--- src/rtl/blink_pkg.sv ---
package blink_pkg;

    // Configuration bits gathered into one word for the internal units.
    typedef struct packed {
        logic start_on;   // first half-period lit when set
        logic sync_on;    // strobe edge clears the shared counter
        logic slow;       // selects the long half-period
        logic blink_en;   // blinking active
        logic ext_sel;    // external pin supplies the tick
    } blink_cfg_t;

    typedef enum logic {
        PHASE_DARK = 1'b0,
        PHASE_LIT  = 1'b1
    } phase_e;

    // Counter width for a tick rate of 2**tick_log2 per second.
    // It covers one full slow period.
    function automatic int cnt_width(input int tick_log2);
        return tick_log2 + 1;
    endfunction

    // Index of the counter bit that flips once per half-period.
    function automatic int half_bit(input int tick_log2, input logic slow);
        return slow ? tick_log2 : tick_log2 - 1;
    endfunction

endpackage

--- src/rtl/blink_edge_sync.sv ---
module blink_edge_sync #(
    parameter int STAGES = 2
) (
    input  logic clk,
    input  logic rst,
    input  logic din,
    output logic rise
);
    // chain[STAGES-1:0] synchronise the pin; chain[STAGES] holds the previous synchronised value.
    logic [STAGES:0] chain;

    always_ff @(posedge clk) begin
        if (rst) begin
            chain <= '0;
        end else begin
            chain <= {chain[STAGES-1:0], din};
        end
    end

    assign rise = chain[STAGES-1] & ~chain[STAGES];

endmodule

--- src/rtl/blink_tick_select.sv ---
module blink_tick_select #(
    parameter int SYNC_STAGES = 2
) (
    input  logic clk,
    input  logic rst,
    input  logic int_tick,
    input  logic ext_clk,
    input  logic ext_sel,
    output logic tick
);
    logic ext_rise;

    blink_edge_sync #(.STAGES(SYNC_STAGES)) u_ext_sync (
        .clk  (clk),
        .rst  (rst),
        .din  (ext_clk),
        .rise (ext_rise)
    );

    assign tick = ext_sel ? ext_rise : int_tick;

endmodule

--- src/rtl/blink_counter.sv ---
module blink_counter #(
    parameter int CNT_W = 4
) (
    input  logic             clk,
    input  logic             rst,
    input  logic             clr,
    input  logic             tick,
    output logic [CNT_W-1:0] cnt
);
    always_ff @(posedge clk) begin
        if (rst) begin
            cnt <= '0;
        end else if (clr) begin
            cnt <= '0;
        end else if (tick) begin
            cnt <= cnt + 1'b1;
        end
    end

endmodule

--- src/rtl/blink_phase.sv ---
module blink_phase
    import blink_pkg::*;
#(
    parameter int TICK_LOG2 = 3,
    localparam int CNT_W    = cnt_width(TICK_LOG2),
    localparam int FAST_BIT = half_bit(TICK_LOG2, 1'b0),
    localparam int SLOW_BIT = half_bit(TICK_LOG2, 1'b1)
) (
    input  logic             clk,
    input  logic             rst,
    input  blink_cfg_t       cfg,
    input  logic [CNT_W-1:0] cnt,
    output logic             en_q,
    output logic             en_rise,
    output logic             display_on
);
    logic   half_odd;
    phase_e phase;

    always_ff @(posedge clk) begin
        if (rst) begin
            en_q <= 1'b0;
        end else begin
            en_q <= cfg.blink_en;
        end
    end

    // A rising enable reloads the phase by clearing the shared counter.
    assign en_rise  = cfg.blink_en & ~en_q;

    assign half_odd = cfg.slow ? cnt[SLOW_BIT] : cnt[FAST_BIT];
    assign phase    = phase_e'(cfg.start_on ^ half_odd);

    // Blinking gates the display only once the reload edge has passed,
    // and releases it at once when blink enable drops.
    assign display_on = ~(cfg.blink_en & en_q) | (phase == PHASE_LIT);

endmodule

--- src/rtl/blink_timer.sv ---
module blink_timer
    import blink_pkg::*;
#(
    parameter int TICK_LOG2   = 9,
    parameter int SYNC_STAGES = 2,
    localparam int CNT_W      = cnt_width(TICK_LOG2)
) (
    input  logic             clk,
    input  logic             rst,
    input  logic             int_tick,
    input  logic             ext_clk,
    input  logic             load_strobe,
    input  logic             cfg_ext_clk,
    input  logic             cfg_blink_en,
    input  logic             cfg_blink_slow,
    input  logic             cfg_sync,
    input  logic             cfg_start_on,
    output logic             display_on,
    output logic [CNT_W-1:0] scan_cnt
);
    blink_cfg_t cfg;
    logic       tick_sel;
    logic       strobe_rise;
    logic       en_q;
    logic       en_rise;
    logic       cnt_clr;

    always_comb begin
        cfg.start_on = cfg_start_on;
        cfg.sync_on  = cfg_sync;
        cfg.slow     = cfg_blink_slow;
        cfg.blink_en = cfg_blink_en;
        cfg.ext_sel  = cfg_ext_clk;
    end

    blink_tick_select #(.SYNC_STAGES(SYNC_STAGES)) u_tick (
        .clk      (clk),
        .rst      (rst),
        .int_tick (int_tick),
        .ext_clk  (ext_clk),
        .ext_sel  (cfg.ext_sel),
        .tick     (tick_sel)
    );

    blink_edge_sync #(.STAGES(SYNC_STAGES)) u_strobe_sync (
        .clk  (clk),
        .rst  (rst),
        .din  (load_strobe),
        .rise (strobe_rise)
    );

    assign cnt_clr = (cfg.sync_on & strobe_rise) | en_rise;

    blink_counter #(.CNT_W(CNT_W)) u_cnt (
        .clk  (clk),
        .rst  (rst),
        .clr  (cnt_clr),
        .tick (tick_sel),
        .cnt  (scan_cnt)
    );

    blink_phase #(.TICK_LOG2(TICK_LOG2)) u_phase (
        .clk        (clk),
        .rst        (rst),
        .cfg        (cfg),
        .cnt        (scan_cnt),
        .en_q       (en_q),
        .en_rise    (en_rise),
        .display_on (display_on)
    );

endmodule

--- config.mk ---
export PLATFORM = sky130hd
export DESIGN_NAME = blink_timer
export DESIGN_NICKNAME = d
export VERILOG_FILES = /design/src/rtl/blink_pkg.sv /design/src/rtl/blink_edge_sync.sv /design/src/rtl/blink_tick_select.sv /design/src/rtl/blink_counter.sv /design/src/rtl/blink_phase.sv /design/src/rtl/blink_timer.sv
export SDC_FILE = /design/constraint.sdc
export NUM_CORES = 1
export LEC_CHECK = 0
export BUFFER_PORTS_ARGS = -buffer_cell sky130_fd_sc_hd__buf_2
export CAP_MARGIN = 20
export CORE_ASPECT_RATIO = 1.5
export CORE_UTILIZATION = 30
export DETAILED_ROUTE_END_ITERATION = 7
export GPL_ROUTABILITY_DRIVEN = 0
export PLACE_DENSITY_LB_ADDON = 0.2
export SYNTH_ARGS = -nofsm -noshare
export SYNTH_HDL_FRONTEND = slang
export SYNTH_SLANG_ARGS = --single-unit
--- constraint.sdc ---
create_clock -name clk -period 2.2 [get_ports clk]
set_clock_uncertainty 0.2 [all_clocks]
set_input_delay 0.11 -clock clk [delete_from_list [all_inputs] [get_ports clk]]
set_output_delay 0.11 -clock clk [all_outputs]
set_load 0.02 [all_outputs]
After elaboration in Yosys (flattened, before gate mapping) --
Index checks and enable logic that the tools add are counted.
Storage, ports and cells: register bits 17, output and inout bits 11
Cells by class: bitwise logic cells 12, reduce and logical (&&, ||, !) cells 1, mux-type cells 2, add/sub/neg operators 1
Operators with widths (number):
- adder 10 x 1 -> 10 bit (second input constant) | 1
- bitwise AND 1 bit | 5
- NOT 1 bit | 4
- two-way mux 1 bit | 2
- bitwise OR 1 bit | 2
- OR reduction 2 bit | 1
- bitwise XOR 1 bit | 1

Longest topological paths before layout --
depth after elaboration 5, depth in mapped cells 5

Cells and area by module --
A second synthesis with hierarchy kept.
Second synthesis, totals: cells, all modules 71, area, all modules 705.7 um^2
By module, submodules not included:
- blink_counter | instances 1, cells each 48, area each 441.7 um^2
- blink_edge_sync | instances 2, cells each 7, area each 87.6 um^2
- blink_phase | instances 1, cells each 7, area each 66.3 um^2
- blink_tick_select | instances 1, cells each 1, area each 15.0 um^2
- blink_timer | instances 1, cells each 1, area each 7.5 um^2

Least setup slack after synthesis --
Ideal clock, no wire load.
path type reg-to-reg, start point reg u_strobe_sync.chain[2], end point reg u_cnt.cnt[5], required time 1.941 ns, arrival time 1.487 ns, slack 0.454 ns, buffers on the path 1, stages on the path, launching flop included 6, clock period less this slack 1.746 ns, path through dfxtp_1 -> and3b_1 -> or3_1 -> buf_6 -> or4_1 -> nand2_1
Between the ends: word-level cells in the longest chain between the ends 5
RTL lines:
- start: declaration | RTL line blink_edge_sync.sv:10 | logic [STAGES:0] chain;
- start signal: assignment | RTL line blink_edge_sync.sv:16 | chain <= {chain[STAGES-1:0], din};
- NOT 1 bit | RTL line blink_edge_sync.sv:20 | assign rise = chain[STAGES-1] & ~chain[STAGES];
- bitwise AND 1 bit | RTL line blink_edge_sync.sv:20
- bitwise AND 1 bit | RTL line blink_timer.sv:52 | assign cnt_clr = (cfg.sync_on & strobe_rise) | en_rise;
- bitwise OR 1 bit | RTL line blink_timer.sv:52
- OR reduction 2 bit (no line)
- end signal: assignment | RTL line blink_counter.sv:16 | cnt <= cnt + 1'b1;
- end: declaration | RTL line blink_counter.sv:8 | output logic [CNT_W-1:0] cnt
Every way passes these cells. A chain may end at the register's enable or synchronous reset.

Worst setup path in the final report --
start point in cfg_blink_en, end point reg u_cnt.cnt[5]
Between the ends: word-level cells in the longest chain between the ends 3
RTL lines:
- start: declaration | RTL line blink_timer.sv:14 | input logic cfg_blink_en,
- bitwise AND 1 bit | RTL line blink_phase.sv:29 | assign en_rise = cfg.blink_en & ~en_q;
- bitwise OR 1 bit | RTL line blink_timer.sv:52
- OR reduction 2 bit (no line)
Every way passes these cells.

==> results.yml <==
finish:
  drive_gt1_share_pct: 23.8
  syn2layout_area_growth_pct: 33.0
  fin_cells: 128
  nets: 117
  diodes: 0
  final_area_um2: 923
setup_path:
  cp-start-kind: "input pin"
  cp.required_ps: 2240
  cp_max_fo: 3
  endpoint_kind: "flop"
  cpLargestDelayFamily: "simple AND/OR/NAND/NOR gates"
  path_buf_inv: 2
  slowest_stage: "dlygate4sd3_1"
  path_cells: "dlygate4sd3_1, buf_2, and2b_1, or3_1, or4_1, nand2_1"
  r2r_start: "u_cnt.cnt[2]"
  arrival_ps: 1820
  r2r-end: "u_cnt.cnt[9]"
  r2r_slack_ps: 490
  worstSetupPathType: "in2reg"
  rr_worst_depth: 4
  cp-startpoint: "cfg_blink_en"
  slowest_delay_ps: 530
hold_path:
  min_delay_worst_endpoint: "u_cnt.cnt[1]"
  holdPathStages: 4
  hold_path.class: "in2reg"
  min_from: "int_tick"
clock_network:
  cts_hold_buf: 7
  clkTransAtPathRegs_ps: 100
  cts_tree: "yes"
  htree_levels: 1
  cts_resized: 0
  cts_buffer_depth: 2
  cts_setup_buffers: 0
  cts_buffers: 3
  worst_skew_pair.late_latency_ps: 290
  root_buffer: "clkbuf_4"
  clkSinkCount: 17
timing:
  hold_slack_ps: 64.8
  fin_crit_ps: 1780
  finalCritPeriodShare_pct: 80.9
  setup_viol: 0
  rsz0062_at_grt: "no"
  setup_tns_ps: 0
  finalHoldViolations: 0
  slew_headroom_pct: 78.6
  max_freq_mhz: 562
  drv_slew: 0
  max_slew.worst_pin.slew_ps: 319
drt:
  drc: 0
  wl_per_cell_um: 10.6
  via_per_inst: 4.76
  dr.pass1.iters: 3
  drt.antenna.violating_nets: 0
  dr.first_iter.drc_count: 14
  routed_wl_um: 1360
  vias: 609
grt:
  antenna_found_initial: 0
  grt_pass1_wl_um: 2160
  grt_overflow: 0
  grt_max_degree: 10
  grt_pass1_vias: 538
  grt.total_usage_pct: 12.9
synthesis:
  avgSynthCellArea_um2: 9.51
  netlist_area_um2: 694
  synth_cells: 73
  yosysWarnings: 0
  yosysSeqAreaShare_pct: 49.0
  syn_nets: 84
  ys_ff_latch: 17
  synth_cell_types: 26
die:
  die_w_um: 41.3
  rows: 21
  die_area_um2: 2510
  die_height_um: 60.9
  floorplan.initialDensity_pct: 31.5
  core_um2: 2210
  ios: 21
place:
  port_buffers: 20
  postPlaceCellArea_um2: 827
  dp_hpwl_um: 947
  dpl.cell_count: 117
pwr:
  p_per_area_nw_per_um2: 574
  ir_drop_mv: 0.317
  leakage_nw: 0.381
outcome:
  status: "completed"
flow_run:
  drv_cap: 0
-- synth_stat cells, drive strengths merged --
library cell	n	area, um2
inv	1	3.75
nand4	2	12.5
nand3	5	25.0
and3b	1	8.76
o211ai	1	7.51
mux2i	1	10.0
xnor2	5	43.8
dfxtp	17	340
and2b	1	7.51
nor2b	7	43.8
xor2	2	17.5
a211oi	2	15.0
a21o	1	7.51
nand2b	1	6.26
nor2	6	22.5
nor3	1	5.00
o21ai	1	5.00
buf	1	11.3
a21boi	1	7.51
a21oi	4	20.0
o31ai	1	7.51
ha	1	12.5
or4	2	15.0
or3	2	12.5
nand2	5	18.8
nand3b	1	7.51
-- report_power, final --
part / switching [mW] / total, mW / internal [mW]
clock: 0.0953 / 0.166 / 0.0705
sequential: 0.00321 / 0.317 / 0.314
combinational: 0.0203 / 0.0465 / 0.0262
total: 0.119 / 0.530 / 0.411
-- metrics by stage --
step	total power, mW	util, %	worst slack [ps]
final	0.530	41.8	421
after global routing	0.555	41.8	374
after CTS	0.536	41.8	429
after detailed placement	0.362	37.5	519
after global placement	0.361	37.5	556
after floorplan	0.346	-	454
-- worst max-delay path by stage --
stage                               to  cells after the start
after floorplan           u_cnt.cnt[5]                      5
after global placement    u_cnt.cnt[5]                      4
after detailed placement  u_cnt.cnt[9]                      4
after CTS                 u_cnt.cnt[5]                      6
after global routing      u_cnt.cnt[5]                      6
final                     u_cnt.cnt[5]                      6
-- flip-flops by register name, indices dropped and copies added, names as in the netlist --
name and count:
u_cnt.cnt 10, u_strobe_sync.chain 3, u_tick.u_ext_sync.chain 3, u_phase.en_q 1
-- layout make-up --
cell class	count	area [um2]
repair buffers	29	185
inverters	1	3.75
fillers	249	1280
multi-input cells	54	339
well taps	23	28.8
clock buffers	4	26.3
flip-flops and latches	17	340
-- worst min-delay path, stage by stage --
cell,delay (ps)
buf_2,70
nand2b_1,150
nand3_1,130
a21oi_1,50
-- kinds of logic (layout without fill, tap and decap cells) --
group / count (synthesis) / count (layout) / share of synthesized area, %
and+or+nand+nor: 34 / 34 / 26.7
DFF: 17 / 17 / 49.0
AOI/OAI and AO/OA: 11 / 11 / 10.1
xor gates and xnor gates: 7 / 7 / 8.83
buffers and inverters: 2 / 34 / 2.16
adders and majority gates: 1 / 1 / 1.80
muxes: 1 / 1 / 1.44
-- metal layers --
layer | routed length, um | global-route usage, % | vias to the layer above
met5 | 0 | 0 | -
met4 | 39 | 9.68 | 0
met1 | 607 | 14.4 | 269
met3 | 52 | 2.20 | 5
met2 | 657 | 20.5 | 16
li1 | - | - | 319
-- placed cells by master, fill, tap and decap left out, drive strengths merged --
cell type / count
a211oi: 2
a21oi: 4
nor2: 6
inv: 1
buf: 22
o21ai: 1
a21o: 1
clkbuf: 4
o31ai: 1
or4: 2
nand3: 5
nand4: 2
and3b: 1
xnor2: 5
nor3: 1
nand2: 5
dfxtp: 17
nor2b: 7
dlygate4sd3: 7
nand2b: 1
nand3b: 1
o211ai: 1
and2b: 1
mux2i: 1
xor2: 2
a21boi: 1
or3: 2
ha: 1
Power figures use the tool's default switching activity.
